===== src/rtl/modclk_gate_ctl.sv =====
module modclk_gate_ctl #(
  parameter int TRANS_CYCLES = 8,
  parameter int DOM_ON_DELAY = 4,
  parameter int DOM_ID       = 0
) (
  input  logic        clk,
  input  logic        rst_n,
  input  logic        wr_en,
  input  logic        rd_en,
  input  logic [11:0] addr,
  input  logic [31:0] wdata,
  output logic [31:0] rdata,
  output logic        clk_en,
  output logic        mod_rst_n
);
  localparam int CW = $clog2(TRANS_CYCLES + 1);
  localparam logic [11:0] A_CMD = 12'h120, A_TST = 12'h128, A_DST = 12'h200,
                          A_DCTL = 12'h300, A_MST = 12'h800, A_MCTL = 12'h A00;

  logic [5:0]    nxt_q, tgt_q, state_q;
  logic          lrst_q, force_q, dreq_q;
  logic          busy_q, tgt_lrst_q, tgt_pwr_q, dom_on_q, rst_out_q;
  logic [CW-1:0] cnt_q;
  logic [31:0]   rd_mux, rdata_q;

  wire cmd_hit = wr_en && addr == A_CMD && wdata[DOM_ID];
  wire unused_wd = ^wdata;

  always_ff @(posedge clk or negedge rst_n) begin
    if (!rst_n) begin
      nxt_q   <= '0;
      lrst_q  <= 1'b0;
      force_q <= 1'b0;
      dreq_q  <= 1'b0;
    end else if (wr_en) begin
      if (addr == A_MCTL) begin
        nxt_q   <= wdata[5:0];
        lrst_q  <= wdata[8];
        force_q <= wdata[31];
      end
      if (addr == A_DCTL) dreq_q <= wdata[0];
    end
  end

  always_ff @(posedge clk or negedge rst_n) begin
    if (!rst_n) begin
      busy_q     <= 1'b0;
      cnt_q      <= '0;
      tgt_q      <= '0;
      tgt_lrst_q <= 1'b0;
      tgt_pwr_q  <= 1'b0;
      dom_on_q   <= 1'b0;
      state_q    <= '0;
      rst_out_q  <= 1'b0;
    end else if (!busy_q) begin
      if (cmd_hit) begin
        busy_q     <= 1'b1;
        cnt_q      <= '0;
        tgt_q      <= nxt_q;
        tgt_lrst_q <= lrst_q;
        tgt_pwr_q  <= dreq_q && !dom_on_q;
      end
    end else begin
      cnt_q <= cnt_q + 1'b1;
      if (cnt_q == CW'(DOM_ON_DELAY - 1) && tgt_pwr_q) dom_on_q <= 1'b1;
      if (cnt_q == CW'(TRANS_CYCLES - 1)) begin
        busy_q    <= 1'b0;
        state_q   <= tgt_q;
        rst_out_q <= tgt_lrst_q;
      end
    end
  end

  assign clk_en    = dom_on_q && state_q == 6'd3;
  assign mod_rst_n = rst_out_q;

  always_comb begin
    rd_mux = '0;
    case (addr)
      A_TST:  rd_mux[DOM_ID] = busy_q;
      A_DST:  rd_mux[4:0] = {4'b0, dom_on_q};
      A_DCTL: rd_mux[0] = dreq_q;
      A_MST:  begin rd_mux[5:0] = state_q; rd_mux[12] = clk_en; end
      A_MCTL: begin rd_mux[5:0] = nxt_q; rd_mux[8] = lrst_q; rd_mux[31] = force_q; end
      default: rd_mux = '0;
    endcase
  end

  always_ff @(posedge clk or negedge rst_n) begin
    if (!rst_n)     rdata_q <= '0;
    else if (rd_en) rdata_q <= rd_mux;
  end
  assign rdata = rdata_q;
endmodule



===== config.mk =====
export PLATFORM = sky130hd
export DESIGN_NAME = modclk_gate_ctl
export DESIGN_NICKNAME = d
export VERILOG_FILES = /design/src/rtl/modclk_gate_ctl.sv
export SDC_FILE = /design/constraint.sdc
export NUM_CORES = 1
export LEC_CHECK = 0
export ABC_CLOCK_PERIOD_IN_PS = 1500
export BUFFER_PORTS_ARGS = -buffer_cell sky130_fd_sc_hd__buf_2
export CAP_MARGIN = 25
export CORE_MARGIN = 3
export CORE_UTILIZATION = 38
export CTS_BUF_LIST = sky130_fd_sc_hd__clkbuf_4
export CTS_CLUSTER_SIZE = 30
export DETAILED_ROUTE_END_ITERATION = 12
export PLACE_DENSITY = 0.75
export RECOVER_POWER = 50
export SLEW_MARGIN = 20
export SYNTH_ARGS = -nofsm -noshare
export SYNTH_HDL_FRONTEND = slang
export SYNTH_SLANG_ARGS = --single-unit
export TNS_END_PERCENT = 100

===== constraint.sdc =====
create_clock -name clk -period 1.5 [get_ports clk]
set_input_delay 0.15 -clock clk [delete_from_list [all_inputs] [get_ports clk]]
set_output_delay 0.15 -clock clk [all_outputs]
set_load 0.03 [all_outputs]

Yosys cells after proc, flatten, opt, wreduce, memory -nomap -nowiden
Index checks and enable logic that the tools add are counted.
Storage, ports and cells
  register bits: 39
  latch bits: 0
  RAM bits: 0
  memory bits (read-only): 0
  input port bits: 48
  output and inout port bits: 34
  logic and storage cells: 47
  memories kept: 0
Cells by class
  $add $sub $neg: 1
  $mul: 0
  divide/modulo/power cells: 0
  $lt $le $gt $ge: 0
  equality and inequality tests: 9
  shifts and indexed selects: 0
  muxes and demuxes: 11
  bitwise gates (word level): 1
  reductions and logical operators: 12
Operators by type and width (count)
  $eq A12 B10 Y1 const B: 2
  $eq A12 B12 Y1 const B: 2
  $eq A12 B9 Y1 const B: 2
  $reduce_and A2 Y1: 5
  $mux W4: 2
  $pmux W4 S2: 1
  $eq A6 B2 Y1 const B: 1
  $mux W1: 6
  $logic_and A1 B1 Y1: 5
  $pmux W1 S5: 1
  $add A4 B1 Y4 const B: 1
  $eq A4 B2 Y1 const B: 1
  $eq A4 B3 Y1 const B: 1
  $pmux W1 S2: 1
  $reduce_bool A2 Y1: 1
  $logic_not A1 Y1: 1
  $not A1 Y1: 1

Depth between registers and ports, before layout
Gate-level depths: netlist of run 1.
  word-level depth: 5
  mapped depth: 5
  mapped depth without buffers: 5

Least setup slack after synthesis of run 1
No wires, ideal clock.
  path type: flip-flop to flip-flop
  start: register state_q[5]
  end: register rdata_q[12], in the netlist rdata[12]
  setup time: 0.085 ns
  data arrival time: 1.857 ns
  data required time: 1.415 ns
  setup slack: -0.442 ns
  cell stages (with the launch flop): 5
  path buffers: 0
  clock period less this slack: 1.942 ns
  cells stage by stage: dfrtp_1 or4b_1 nor3_1 nand2_1 o22ai_1
On the way
  cells in the longest elaborated chain, start to end: 3
RTL lines
  start, declared: line 20  | logic [5:0] nxt_q, tgt_q, state_q;
  start signal, assigned: line 68  | state_q <= tgt_q;
  $eq A6 B2 Y1: line 74  | assign clk_en = dom_on_q && state_q == 6'd3;
  $logic_and A1 B1 Y1: line 74
  via clk_en: line 13  | output logic clk_en,
  $mux W1: line 79  | case (addr)
  end signal, assigned: line 91  | else if (rd_en) rdata_q <= rd_mux;
  end, declared: line 24  | logic [31:0] rd_mux, rdata_q;
The timed path passes the listed nets, and every way through them passes these cells.
A chain may end at the register's enable or synchronous reset.

Worst setup path in the final report of run 1
  start: register state_q[5]
  end: output port clk_en
On the way
  cells in the longest elaborated chain, start to end: 2
RTL lines (line)
  $eq A6 B2 Y1: 74
  $logic_and A1 B1 Y1: 74
  end, declared: 13
No other way between the ends.

==> flow_summary.yaml, run 1 <==
run_status:
  outcome: "complete, but fails checks"
  violations: "setup timing"
floorplan:
  die_h_um: 77
  dieArea_mm2: 0.005929
  initial_core_util_pct: 40.03
  coreArea_mm2: 0.004786
  io_pins: 82
  fp-row-count: 25
  die_w_um: 77
yosys:
  syn_inst: 160
  ys_warn_count: 0
  yosysTopAreaCellShare_pct: 50.95
  yosysTopAreaCell: "dfrtp_1"
  synthTopCellsByArea: "dfrtp_1 (51%), mux2_2 (15%), buf_4 (9.0%), mux2i_1 (3.7%), o22ai_1 (2.9%)"
  yosysUniqueCellTypes: 35
  syn_area_mm2: 0.001916
  postSynthAreaPerCell_um2: 11.97
  ys_ff_latch: 39
  seq_area_frac_synth_pct: 50.95
clock_network:
  cts_tree: "yes"
  clock_sinks: 39
  postCtsSetupRepairBufs: 0
  cts_root_buffer: "clkbuf_4"
  clk_pin_slew_ps: 110
  ctsHtreeMaxLevel: 2
  clk_latency_ps: 350
  cts_max_path_buffers: 2
  numCtsBuffers: 5
finish:
  area_delta_synth_final_pct: 20.05
  n_antenna_cell: 0
  mostFrequentLayoutCells: "dfrtp_1 (39), buf_2 (28), conb_1 (23)"
  fin_cells: 280
  fin_area_mm2: 0.002300
  layout_commonest_cell: "dfrtp_1"
  final_nets: 262
  drive_above_1_share_pct: 39.44
drt:
  vias_per_cell: 4.600
  drc_errors: 0
  wire_per_inst_um: 13.32
  ant_nets: 0
  vias: 1288
  dr.pass1.iters: 4
  drt_iter0_markers: 49
  wl_um: 3729
sta:
  max_freq_mhz: 555.9
  slew_headroom_pct: 32.68
  worst_slew_pin_slew_ps: 1010
  slew_viol_final: 0
  period_share_pct: 119.9
  finalSetupTns_ps: -298.9
  fin_skew_ps: 8.651
  hold_violations: 0
  post-route-min-period_ps: 1799
  rsz0062_at_grt: "true"
  setup_viol: 1
  finalWorstSetupSlack_ps: -298.9
place:
  portBuffers: 34
  dp.cells: 272
  hpwl_um: 2891
  routabilityCongestion: 0.8722
  place_area_mm2: 0.002252
worst_setup_path:
  max_stage_delay_ps: 550
  slowest_stage: "or4b_4"
  crit_fanout: 2
  crit_path_end_kind: "output pin"
  critPathKind: "flip-flop to output pin"
  critPathLaunchType: "flip-flop"
  cp.required_ps: 1350
  cp.arrival_ps: 1650
  cp_cell_sequence: "or4b_4, nor3_4, buf_6"
power:
  p_per_area_mw_per_mm2: 760.0
  leakagePower_uw: 0.001174
  worst_ir_drop_vdd_uv: 521.9
  power_uw: 1748
hold_path:
  min_path_type: "input port to flip-flop"
global_route:
  grt_max_degree: 22
  antenna_found_initial: 0
  grt_pass1_wl_um: 6141
  grt_pass1_vias: 1309
  grt.total_usage_pct: 13.17
  gr-total-overflow: 0
run:
  cap_viol_max_count: 0
==> registers in the layout (all words and copies together) (netlist names), 4 cells and up <==
| name | count |
|---|---|
| rdata | 9 |
| state_q | 6 |
| nxt_q | 6 |
| cnt_q | 4 |
| tgt_q | 6 |
==> cell families (layout without fill, tap and decap cells) <==
| kind of cell | after synthesis | in the layout | share of synthesized area, % |
|---|---|---|---|
| other cells | 1 | 23 | 0.1958 |
| mux | 32 | 32 | 18.35 |
| xor+xnor | 1 | 1 | 0.4573 |
| flops | 39 | 39 | 50.95 |
| buf+inv | 40 | 71 | 13.19 |
| compound gates | 17 | 17 | 6.074 |
| fa+ha+maj | 1 | 1 | 0.6531 |
| simple gates | 29 | 29 | 10.12 |
==> cell type report <==
class	count	area, um^2
Fill cell	456	2486
Timing Repair Buffer	52	345.3
Inverter	12	45.04
Sequential cell	39	975.9
Multi-Input combinational cell	103	803.3
Clock buffer	5	37.54
Tap cell	67	83.83
Clock inverter	2	8.758
==> through the flow <==
| step | util, % | setup slack [ps] | hold slack (ps) |
|---|---|---|---|
| after floorplan | - | -31.53 | -145.6 |
| after global placement | 47.06 | -236.7 | 124.8 |
| after detailed placement | 47.06 | -240.9 | 125.4 |
| after CTS | 48.44 | -315.8 | 7.823 |
| after global routing | 48.05 | -364.0 | 11.28 |
| final | 48.05 | -298.9 | 18.00 |
==> cells in the mapped netlist <==
cell type	n
dfrtp_1	39
mux2_2	25
buf_4	23
inv_1	12
o22ai_1	9
nand2_1	8
mux2i_1	7
nand3_1	3
a22o_1	2
and3_1	2
buf_6	2
clkbuf_1	2
nor2b_1	2
nor3_1	2
nor3b_1	2
a21oi_1	1
a31o_2	1
a31oi_1	1
a32oi_1	1
and4_1	1
and4b_1	1
buf_2	1
conb_1	1
ha_1	1
nand4_1	1
nor2_1	1
nor3_4	1
nor3b_4	1
o21ai_0	1
o32ai_1	1
or2_2	1
or2b_1	1
or3_4	1
or4b_1	1
xor2_1	1
==> path summary, 6_finish.rpt <==
path	start	end	slack (ps)	depth (start not counted)
max reg2reg	state_q[5]$_DFFE_PN0P_	rdata[12]$_DFFE_PN0P_	90	4
min	wdata[3]	nxt_q[3]$_DFFE_PN0P_	20	2
min reg2reg	tgt_q[3]$_DFFE_PN0P_	state_q[3]$_DFFE_PN0P_	510	1
max in group asynchronous	rst_n	nxt_q[4]$_DFFE_PN0P_	80	3
max	state_q[5]$_DFFE_PN0P_	clk_en	-300	3
min in group asynchronous	rst_n	tgt_q[1]$_DFFE_PN0P_	470	2
==> worst max-delay path: cells and delay by family (launching register included) <==
family | cells | cell delay, ps
buffers and inverters | 1 | 160
DFF | 1 | 410
and+or+nand+nor | 2 | 720
==> where the power goes <==
group / total, uW / switching, uW / internal (uW)
clock network: 501 / 335 / 166
registers: 1060 / 2.67 / 1050
logic: 189 / 136 / 52.9
==> per-layer routing <==
| metal | routed length, um | global-route usage [%] | part of all wire (%) |
|---|---|---|---|
| met2 | 1821 | 22.39 | 49 |
| met1 | 1599 | 15.71 | 43 |
| met4 | 74 | 5.338 | 2.0 |
| met5 | 0 | 0 | 0 |
| met3 | 234 | 3.638 | 6.3 |
==> repair_timing <==
action / CTS / global route
pin swaps: 0 / 2
setup endpoints to repair: 1 / 2
hold buffers: 1 / 0
endpoints found under the hold margin: 18 / 0
resized for setup: 3 / 0
Power figures use the tool's default switching activity.
==> run 2: changes to the inputs <==
--- a/config.mk
+++ b/config.mk
@@ -15,6 +15,7 @@
 export DETAILED_ROUTE_END_ITERATION = 12
 export PLACE_DENSITY = 0.75
 export RECOVER_POWER = 50
+export REMOVE_ABC_BUFFERS = 1
 export SLEW_MARGIN = 20
 export SYNTH_ARGS = -nofsm -noshare
 export SYNTH_HDL_FRONTEND = slang
==> run 2 against run 1 <==
The run still ends with setup timing left. Cell area up 2.1%. Register-to-register slack got worse by 120 ps. Worst setup slack got worse by 61 ps. Sequential share of layout area fell by 0.86 points. Highest routed layer unchanged. Final cell count grew 2.1%. Wire length rose by 3.1%. Largest cell class unchanged. Critical path depth up 1. Critical path type unchanged. Clock power increased by 39%. Global-route usage up 0.83 points.
==> flow_summary.yaml, run 2 (synthesis results as in run 1) <==
worst_setup_path:
  cp_cell_sequence: "or4b_4, nor3_4, buf_6, buf_6"
  critPathKind: "flip-flop to output pin"
  crit_fanout: 2
  crit_path_end_kind: "output pin"
  max_stage_delay_ps: 550
  worst_path_dominant_cell_family: "simple AND/OR/NAND/NOR gates"
  ff2ff_path_depth: 6
  critPathLaunchType: "flip-flop"
  cp_common_cell: "buf_6"
  cp.arrival_ps: 1710
  worst-path-stages: 4
  slowest_stage: "or4b_4"
  path_buf_inv: 2
  cp.required_ps: 1350
sta:
  setup_viol: 2
  fin_skew_ps: 21.22
  rsz0062_at_grt: "true"
  hold_ws_ps: 13.01
  slew_headroom_pct: 38.59
  period_share_pct: 124.0
  max_freq_mhz: 537.8
  worst_slew_pin_slew_ps: 921.2
  hold_violations: 0
  slew_viol_final: 0
  post-route-min-period_ps: 1859
  finalWorstSetupSlack_ps: -359.4
  finalSetupTns_ps: -386.9
floorplan:
  die_h_um: 77
  dieArea_mm2: 0.005929
  die_w_um: 77
  io_pins: 82
  fp-row-count: 25
  initial_core_util_pct: 40.03
  coreArea_mm2: 0.004786
place:
  portBuffers: 34
  dp.cells: 275
  place_area_mm2: 0.002220
  routabilityCongestion: 0.8475
  hpwl_um: 2838
drt:
  vias_per_cell: 4.545
  wl_um: 3844
  wire_per_inst_um: 13.44
  dr.pass1.iters: 4
  vias: 1300
  drc_errors: 0
  ant_nets: 0
  drt_iter0_markers: 44
global_route:
  grt_pass1_wl_um: 6382
  gr-total-overflow: 0
  grt_pass1_vias: 1299
  antenna_found_initial: 0
  grt_max_degree: 18
  grt.total_usage_pct: 14.00
finish:
  area_delta_synth_final_pct: 22.53
  largest_reg_flops: 9
  drive_above_1_share_pct: 42.92
  final_nets: 267
  layout_commonest_cell: "dfrtp_1"
  mostFrequentLayoutCells: "dfrtp_1 (39), buf_2 (32), mux2_2 (25)"
  n_antenna_cell: 0
  fin_area_mm2: 0.002347
  fin_cells: 286
run_status:
  outcome: "complete, but fails checks"
  violations: "setup timing"
clock_network:
  clock_sinks: 39
  cts_tree: "yes"
  ctsHtreeMaxLevel: 2
  cts_max_path_buffers: 2
  numCtsBuffers: 5
  cts_root_buffer: "clkbuf_4"
  clk_pin_slew_ps: 130
  clk_latency_ps: 360
power:
  p_per_area_mw_per_mm2: 828.6
  worst_ir_drop_vdd_uv: 441.3
  power_uw: 1945
  leakagePower_uw: 0.001221
hold_path:
  worst_hold_path.num_cells: 2
  min_path_type: "input port to flip-flop"
run:
  cap_viol_max_count: 0
[run 2: cell count changes in the layout (fill, tap and decap cells not counted), moves of 2 or more]
| cell | before | now |
|---|---|---|
| buf_2 | 28 | 32 |
| buf_4 | 13 | 15 |
| clkbuf_1 | 5 | 2 |
| clkbuf_2 | 0 | 2 |
| mux2_2 | 20 | 25 |
| mux2_4 | 5 | 0 |
[run 2: final timing paths]
path                                   startpoint                      to  slack [ps]
min                                      wdata[5]    nxt_q[5]$_DFFE_PN0P_          10
min in group asynchronous                   rst_n  state_q[2]$_DFFE_PN0P_         430
min reg2reg                  tgt_q[4]$_DFFE_PN0P_    tgt_q[4]$_DFFE_PN0P_         520
max reg2reg                state_q[2]$_DFFE_PN0P_   rdata[12]$_DFFE_PN0P_         -30
max                        state_q[2]$_DFFE_PN0P_                  clk_en        -360
max in group asynchronous                   rst_n    rdata[1]$_DFFE_PN0P_         240
[run 2: area by class of cell]
type                    instances  area (um^2)
clock inverters                 3        38.79
flip-flops and latches         39        975.9
inverters                      12        45.04
clock buffers                   5        37.54
fillers                       446         2439
well taps                      67        83.83
multi-input cells             103        793.3
repair buffers                 57        372.9
[run 2: per-stage QoR]
step | util (%) | setup slack [ps]
3_5_place_dp | 46.38 | -212.9
4_1_cts | 48.86 | -359.9
6_report | 49.05 | -359.4
5_1_grt | 49.05 | -403.1
3_3_place_gp | 46.38 | -193.1
2_1_floorplan | - | -442.0
[run 2: layer usage]
metal / vias up / wire length [um] / global-route usage [%]
met3: 8 / 257 / 4.460
li1: 631 / - / -
met2: 52 / 1713 / 20.64
met5: - / 0 / 0
met1: 609 / 1799 / 18.80
met4: 0 / 74 / 6.228
[run 2: repair_timing]
item                                   4_1_cts  5_1_grt
cloned                                       0        0
endpoints found under the hold margin       16        0
gates resized for setup                      4        4
setup buffers                                1        0
hold buffers                                 2        0
pin swaps                                    3        0
setup endpoints to repair                    2        2
[run 2: power breakdown]
group,internal [uW],total (uW),leakage [uW],switching (uW)
registers,1060,1060,0.000540,2.72
logic,53.0,189,0.000639,136
clock network,343,698,0.0000426,354
total,1450,1940,0.00122,494
